[src/rtl/mf_pkg.sv]
package mf_pkg;

    typedef enum logic [1:0] {
        S_PRE   = 2'd0,
        S_START = 2'd1,
        S_DATA  = 2'd2
    } mf_state_e;

    typedef enum logic [1:0] {
        BS_ZERO = 2'd0,
        BS_ONE  = 2'd1,
        BS_MSB  = 2'd2,
        BS_NEXT = 2'd3
    } mf_bitsel_e;

endpackage

[src/rtl/mf_phase.sv]
module mf_phase (
    input  logic clk,
    input  logic rst_n,
    input  logic half_en,
    output logic phase,
    output logic bit_end
);

    // phase 0 = first half of a bit, phase 1 = second half
    always_ff @(posedge clk or negedge rst_n) begin
        if (!rst_n) begin
            phase <= 1'b0;
        end else if (half_en) begin
            phase <= ~phase;
        end
    end

    assign bit_end = half_en & phase;

endmodule

[src/rtl/mf_sequencer.sv]
module mf_sequencer #(
    parameter int PRE_BITS = 31,
    parameter int DATA_W   = 16
) (
    input  logic                 clk,
    input  logic                 rst_n,
    input  logic                 bit_end,
    output mf_pkg::mf_state_e    state,
    output mf_pkg::mf_bitsel_e   bit_sel,
    output logic                 load,
    output logic                 shift_en
);
    import mf_pkg::*;

    localparam int MAXC = (PRE_BITS > DATA_W) ? PRE_BITS : DATA_W;
    localparam int CW   = $clog2(MAXC);

    logic [CW-1:0] cnt;
    logic [CW-1:0] cnt_nx;
    mf_state_e     state_nx;
    logic          wrap;
    logic          step;

    // next-state logic
    always_comb begin
        state_nx = state;
        cnt_nx   = cnt;
        unique case (state)
            S_PRE: begin
                if (cnt == CW'(PRE_BITS - 1)) begin
                    state_nx = S_START;
                    cnt_nx   = '0;
                end else begin
                    cnt_nx = cnt + 1'b1;
                end
            end
            S_START: begin
                state_nx = S_DATA;
                cnt_nx   = '0;
            end
            S_DATA: begin
                if (cnt == CW'(DATA_W - 1)) begin
                    state_nx = S_PRE;
                    cnt_nx   = '0;
                end else begin
                    cnt_nx = cnt + 1'b1;
                end
            end
            default: begin
                state_nx = S_PRE;
                cnt_nx   = '0;
            end
        endcase
    end

    // state register
    always_ff @(posedge clk or negedge rst_n) begin
        if (!rst_n) begin
            state <= S_PRE;
            cnt   <= '0;
        end else if (bit_end) begin
            state <= state_nx;
            cnt   <= cnt_nx;
        end
    end

    // outputs: which value the next bit takes
    always_comb begin
        bit_sel = BS_ZERO;
        wrap    = 1'b0;
        step    = 1'b0;
        unique case (state)
            S_PRE: begin
                bit_sel = (cnt == CW'(PRE_BITS - 1)) ? BS_ONE : BS_ZERO;
            end
            S_START: begin
                bit_sel = BS_MSB;
            end
            S_DATA: begin
                if (cnt == CW'(DATA_W - 1)) begin
                    bit_sel = BS_ZERO;
                    wrap    = 1'b1;
                end else begin
                    bit_sel = BS_NEXT;
                    step    = 1'b1;
                end
            end
            default: begin
                bit_sel = BS_ZERO;
            end
        endcase
    end

    assign load     = bit_end & wrap;
    assign shift_en = bit_end & step;

endmodule

[src/rtl/mf_shifter.sv]
module mf_shifter #(
    parameter int DATA_W = 16
) (
    input  logic              clk,
    input  logic              rst_n,
    input  logic              load,
    input  logic              shift_en,
    input  logic [DATA_W-1:0] din,
    output logic              top_bit,
    output logic              after_top
);

    logic [DATA_W-1:0] sr;

    always_ff @(posedge clk or negedge rst_n) begin
        if (!rst_n) begin
            sr <= '0;
        end else if (load) begin
            sr <= din;
        end else if (shift_en) begin
            sr <= {sr[DATA_W-2:0], 1'b0};
        end
    end

    assign top_bit   = sr[DATA_W-1];
    assign after_top = sr[DATA_W-2];

endmodule

[src/rtl/manchester_framer.sv]
module manchester_framer #(
    parameter int PRE_BITS = 31,
    parameter int DATA_W   = 16
) (
    input  logic              clk,
    input  logic              rst_n,
    input  logic              half_en,
    input  logic [DATA_W-1:0] sample_in,
    output logic              sample_taken,
    output logic              line_out
);
    import mf_pkg::*;

    logic       phase;
    logic       bit_end;
    mf_state_e  state;
    mf_bitsel_e bit_sel;
    logic       load;
    logic       shift_en;
    logic       top_bit;
    logic       after_top;
    logic       dat_q;

    mf_phase u_phase (
        .clk     (clk),
        .rst_n   (rst_n),
        .half_en (half_en),
        .phase   (phase),
        .bit_end (bit_end)
    );

    mf_sequencer #(
        .PRE_BITS (PRE_BITS),
        .DATA_W   (DATA_W)
    ) u_seq (
        .clk      (clk),
        .rst_n    (rst_n),
        .bit_end  (bit_end),
        .state    (state),
        .bit_sel  (bit_sel),
        .load     (load),
        .shift_en (shift_en)
    );

    mf_shifter #(
        .DATA_W (DATA_W)
    ) u_shift (
        .clk       (clk),
        .rst_n     (rst_n),
        .load      (load),
        .shift_en  (shift_en),
        .din       (sample_in),
        .top_bit   (top_bit),
        .after_top (after_top)
    );

    // retimed data bit; it changes on the same edge as the phase register
    always_ff @(posedge clk or negedge rst_n) begin
        if (!rst_n) begin
            dat_q <= 1'b0;
        end else if (bit_end) begin
            unique case (bit_sel)
                BS_ZERO: dat_q <= 1'b0;
                BS_ONE:  dat_q <= 1'b1;
                BS_MSB:  dat_q <= top_bit;
                BS_NEXT: dat_q <= after_top;
                default: dat_q <= 1'b0;
            endcase
        end
    end

    assign sample_taken = load;
    assign line_out     = phase ^ dat_q;

endmodule

[config.mk]
export PLATFORM = sky130hd
export DESIGN_NAME = manchester_framer
export DESIGN_NICKNAME = d
export VERILOG_FILES = /design/src/rtl/mf_pkg.sv /design/src/rtl/mf_phase.sv /design/src/rtl/mf_sequencer.sv /design/src/rtl/mf_shifter.sv /design/src/rtl/manchester_framer.sv
export SDC_FILE = /design/constraint.sdc
export NUM_CORES = 1
export LEC_CHECK = 0
export BUFFER_PORTS_ARGS = -buffer_cell sky130_fd_sc_hd__buf_2
export CORE_UTILIZATION = 58
export CTS_BUF_LIST = sky130_fd_sc_hd__clkbuf_2
export DETAILED_ROUTE_END_ITERATION = 8
export GPL_ROUTABILITY_DRIVEN = 0
export GPL_TIMING_DRIVEN = 0
export PLACE_DENSITY = 0.84
export SKIP_LAST_GASP = 1
export SLEW_MARGIN = 20
export SYNTH_ARGS = -nofsm -noshare
export SYNTH_HDL_FRONTEND = slang
export SYNTH_SLANG_ARGS = --single-unit
[constraint.sdc]
create_clock -name clk -period 2.15 [get_ports clk]
set_clock_uncertainty 0.05 [all_clocks]
set_input_delay 0.215 -clock clk [delete_from_list [all_inputs] [get_ports clk]]
set_output_delay 0.215 -clock clk [all_outputs]
set_load 0.01 [all_outputs]
== Word level (Yosys, flattened, before mapping) ==
Cells that the tools add are included.
Word-level totals
  flip-flop bits (word level): 25
  input bits: 19
  output and inout bits: 2
  logic and storage cells: 40
Operators by class
  $add $sub $neg: 1
  equality and inequality tests: 9
  muxes and demuxes: 16
  bitwise logic cells: 5
  reduce and logical (&&, ||, !) cells: 4
Operators by type and width (number)
  16-bit two-way mux: 2
  2-bit case mux with 3 select lines: 2
  5-bit two-way mux: 2
  5-bit case mux with 2 select lines: 1
  2-bit equality test (second input constant): 3
  2-bit two-way mux: 3
  5-bit by 1-bit adder with 5-bit output (second input constant): 1
  5-bit by 4-bit equality test with 1-bit output (second input constant): 1
  5-bit equality test (second input constant): 1
  1-bit two-way mux: 5
  2-bit by 1-bit equality test with 1-bit output (second input constant): 2
  2-bit logical NOT: 2
  2-bit by 1-bit != test with 1-bit output (second input constant): 2
  1-bit case mux with 4 select lines: 1
  1-bit bitwise AND: 3
  3-bit AND reduction: 1
  2-bit nonzero test: 1
  1-bit NOT: 1
  1-bit bitwise XOR: 1

== Logic depth before layout (Yosys ltp) ==
  word-level depth: 6
  gate-level depth with buffers: 8
  depth with buffers taken out: 6

== By module ==
Synthesis repeated with hierarchy kept, for this count alone.
Unflattened totals
  cells, all modules: 133
  area total of the unflattened synthesis: 1327.5 µm²
By module, submodules not included
  mf_shifter: instances 1, cells an instance 69, area an instance 742.0 µm², seq. area each 400.4 µm²
  mf_sequencer: instances 1, cells an instance 55, area an instance 480.5 µm², seq. area each 175.2 µm²
  manchester_framer: instances 1, cells an instance 6, area an instance 63.8 µm², seq. area each 25.0 µm²
  mf_phase: instances 1, cells an instance 3, area an instance 41.3 µm², seq. area each 25.0 µm²

== Worst setup path before layout ==
OpenSTA, ideal clock, no wires.
  path kind: reg-to-reg
  start point: register u_seq.cnt[0]
  end point: register u_seq.cnt[1]
  setup time: 0.092 ns
  data arrival time: 1.558 ns
  required time: 2.008 ns
  path slack: 0.450 ns
  stages on the path, launching flop included: 8
  buffers on the path: 1
  clock period less this slack: 1.700 ns
  cell sequence: dfrtp_1 ha_1 and3_1 ha_1 buf_6 nor3b_4 a21oi_2 o31ai_2
On the way
  longest elaborated chain between the ends: 3
  elaborated cells between the ends (all ways): 6
  classes of those cells: 1 x add/sub; 2 x eq/ne; 3 x mux
RTL lines
  start, declared: line mf_sequencer.sv:18  | logic [CW-1:0] cnt;
  start signal, assigned: line mf_sequencer.sv:63  | cnt <= cnt_nx;
  5-bit by 1-bit adder with 5-bit output (tied with other cells): line mf_sequencer.sv:34, mf_sequencer.sv:46
  5-bit two-way mux (on tied branches): line mf_sequencer.sv:42, mf_sequencer.sv:30
  5-bit case mux with 2 select lines *: line mf_sequencer.sv:28  | unique case (state)
Every way passes the cells marked *; elsewhere a longest branch is shown, timed or not.
A chain may end at the register's enable or synchronous reset.

== Worst setup path after layout ==
  start point: register u_seq.cnt[0]
  end point: output port sample_taken
On the way
  longest elaborated chain between the ends: 4
RTL lines
  5-bit by 4-bit equality test with 1-bit output: line mf_sequencer.sv:80  | if (cnt == CW'(DATA_W - 1)) begin
  1-bit two-way mux: line mf_sequencer.sv:80
  1-bit two-way mux: line mf_sequencer.sv:72  | unique case (state)
  1-bit bitwise AND: line mf_sequencer.sv:94  | assign load = bit_end & wrap;
  end, declared: line manchester_framer.sv:9  | output logic sample_taken,
Every way passes these cells.

==> out/qor.yml <==
clocking:
  clkTransAtPathRegs_ns: 0.23
  clock_sinks: 25
  cts_buffer_depth: 2
  cts_htree_levels: 1
  cts_made_buffers: 3
  worstSkewPairLatency_ns: 0.32
  cts_tree: "built"
  root_buffer: "clkbuf_2"
setup_path:
  arrival_ns: 1.76
  worst_setup_path_end_kind: "output pin"
  cp_slowest_cell: "dfrtp_1"
  timing.critical_path.required_ns: 1.88
  reg2reg_slack_ns: 0.17
  crit_chain: "ha_1, and3_1, ha_1, buf_12, inv_1, nor2_1, buf_2"
  crit_buf_inv: 3
  setup.worst_path.class: "register to output pin"
  path_common_cell: "ha_1"
  critical_path.startpoint: "u_seq.cnt[0]"
  cp-start-kind: "register"
  cpLargestDelayFamily: "adder cells"
  r2r_end: "u_seq.cnt[1]"
  max_stage_delay_ns: 0.43
  crit_fanout: 6
  r2r-start: "u_seq.cnt[0]"
  r2r_cells: 8
detailed_routing:
  ant_nets: 0
  drc: 0
  vias_per_cell: 5.49
  vias: 1027
  wire_per_inst_um: 13.0
  drt-total-wl_mm: 2.44
  drt-initial-drc-count: 15
  first_pass_iters: 4
logic_synthesis:
  async_reset_ff_share_pct: 100
  ys_ff_latch: 25
  synth_edf_count: 0
  syn-cell-area_um2: 1330
  synth.top_cells.by_area: "dfrtp_1 (47%), mux2i_1 (12%), nand2_1 (6.5%)"
  synthesis.instances: 130
  avgSynthCellArea_um2: 10.2
  synth_most_common_cell: "dfrtp_1"
  yosysUniqueCellTypes: 29
  ys_top_cells_by_count: "dfrtp_1 (25), nand2_1 (23), mux2i_1 (16)"
  ys_seq_area_share_pct: 47.1
  yosys_warnings: 0
  syn-num-nets: 153
  synth_top_area_cell: "dfrtp_1"
  synth_top_area_share_pct: 47.1
  synthFlopType: "dfrtp_1"
power:
  p_leak_nw: 0.729
  switchingPower_mw: 0.333
  fin_total_pwr_mw: 1.04
  pwr-share-seq_pct: 52.4
  peakVddDrop_mv: 0.567
  internal_power_mw: 0.705
  p_comb_share_pct: 30.2
  clockPowerShare_pct: 17.4
  power_density_nw_per_um2: 674
  switching_share_pct: 32.1
die:
  fp.dieH_um: 49.9
  pin_count: 21
  die_w_um: 49.9
  dieArea_um2: 2490
  start_util_pct: 64.4
  rows: 16
  core-area_um2: 2060
job:
  cap_violations: 0
timing:
  period_share_pct: 94.2
  slew-limit-headroom_pct: 62.6
  maxSlewViolCount: 0
  finalHoldViolCount: 0
  grt_setup_unrepaired: "no"
  max_freq_mhz: 494
  setup_viol: 0
  setup_slack_ns: 0.124
  setup_tns_ns: 0
  period_minus_slack_ns: 2.03
  worst_slew_pin_slew_ns: 0.560
layout:
  final_nets: 184
  multiInputGateArea_um2: 623
  antennaDiodeCount: 0
  seq_area_um2: 626
  num-fill-cells: 146
  syn_to_final_growth_pct: 16.0
  drive_above_1_share_pct: 26.9
hold_path:
  hold_path_class: "primary input to register"
  hold_path_depth: 3
  worstHoldStart: "sample_in[0]"
  hold_end: "u_shift.sr[0]"
place:
  port_buffers: 19
  place_ws_ns: 0.244
  dp_hpwl_mm: 1.77
global_route:
  grt_use_total_pct: 22.5
  gr-total-overflow: 0
  grt_start_max_net_pins: 26
  grt_antenna_before_repair: 0
  grt_pass1_vias: 997
  grt_pass1_wl_mm: 4.26
run_status:
  outcome: "finished, final reports clean"
## cells by family after synthesis
logic type,Yosys count,synth area share [%]
xor gates and xnor gates,2,1.32
buffers and inverters,14,6.03
and+or+nand+nor,38,15.4
adders and majority gates,4,3.77
muxes,16,12.1
DFF,25,47.1
AOI/OAI and AO/OA,31,14.3
## cell type report
class / count / share of cell area, %
Inverter: 5 / 1.22
Buffer: 8 / 4.06
Timing Repair Buffer: 27 / 10.2
Tap cell: 27 / 2.19
Sequential cell: 25 / 40.6
Multi-Input combinational cell: 91 / 40.4
Clock buffer: 4 / 1.30
## metal layers
layer	global-route usage [%]	wire [µm]	vias up	share of wire, %
met4	5.71	19	0	0.78
met5	0	0	-	0
met2	41.0	1280	19	52
li1	-	-	515	-
met3	3.70	57	2	2.3
met1	27.3	1090	491	45
## how the worst max path moves through the flow
| stage | endpoint | slack [ns] | depth (start not counted) |
|---|---|---|---|
| after global routing | u_seq.cnt[3] | 0.02 | 8 |
| final | sample_taken | 0.12 | 7 |
| after CTS | sample_taken | 0.05 | 7 |
| after floorplan | sample_taken | 0.45 | 7 |
| after global placement | sample_taken | 0.30 | 8 |
| after detailed placement | sample_taken | 0.24 | 8 |
## tightest hold or removal path, stage by stage
cell and delay, ns:
buf_2 0.10, nand2_1 0.05, o21ai_0 0.06
## registers in the layout, indices dropped and copies added (netlist names)
register,flops
dat_q,1
u_shift.sr,16
u_phase.phase,1
u_seq.state,2
u_seq.cnt,5
## through the flow
step | hold WS, ns | util (%) | instance area (µm²) | std cells
floorplan | -0.131 | - | 1330 | 130
global placement | 0.178 | 70.7 | 1460 | 176
detailed placement | 0.188 | 70.7 | 1460 | 176
CTS | 0.0665 | 72.5 | 1500 | 182
global route | 0.0518 | 74.8 | 1540 | 187
finish | 0.0724 | 74.8 | 1540 | 187
## power by group through the flow
stage	Clock, mW	Combinational [mW]	Sequential [mW]
finish	0.181	0.314	0.544
global route	0.199	0.352	0.550
CTS	0.181	0.308	0.543
detailed placement	0	0.271	0.563
global placement	0	0.256	0.560
floorplan	0	0.200	0.553
## timing repair
item | CTS | global route
hold endpoints to repair | 25 | 0
setup endpoints to repair | 1 | 1
resized for setup | 0 | 2
hold buffers | 1 | 0
pin swaps | 0 | 0
buffers inserted | 2 | 5
## placed cells by master (no fill, tap or decap)
master	netlist	final
nor4_1	1	1
a21oi_2	1	1
a21o_1	2	2
nor2_1	4	4
o21ai_0	13	13
o21ai_1	7	7
o21a_1	1	1
nand4b_4	1	1
and3b_1	1	1
buf_12	0	1
nor3b_4	1	1
a32oi_1	1	1
xor2_1	2	2
o211ai_1	1	1
nand2_1	23	23
and3_1	2	2
inv_1	5	5
o31ai_1	2	2
o31ai_2	1	1
buf_4	4	10
nand4_1	1	1
mux2i_1	16	16
dfrtp_1	25	25
nand3_1	3	3
ha_1	4	4
dlygate4sd3_1	0	1
nand4_2	1	1
clkbuf_2	0	4
a22oi_1	1	1
buf_2	4	23
a211oi_1	1	1
No activity file was read; power rests on OpenSTA's default activity.
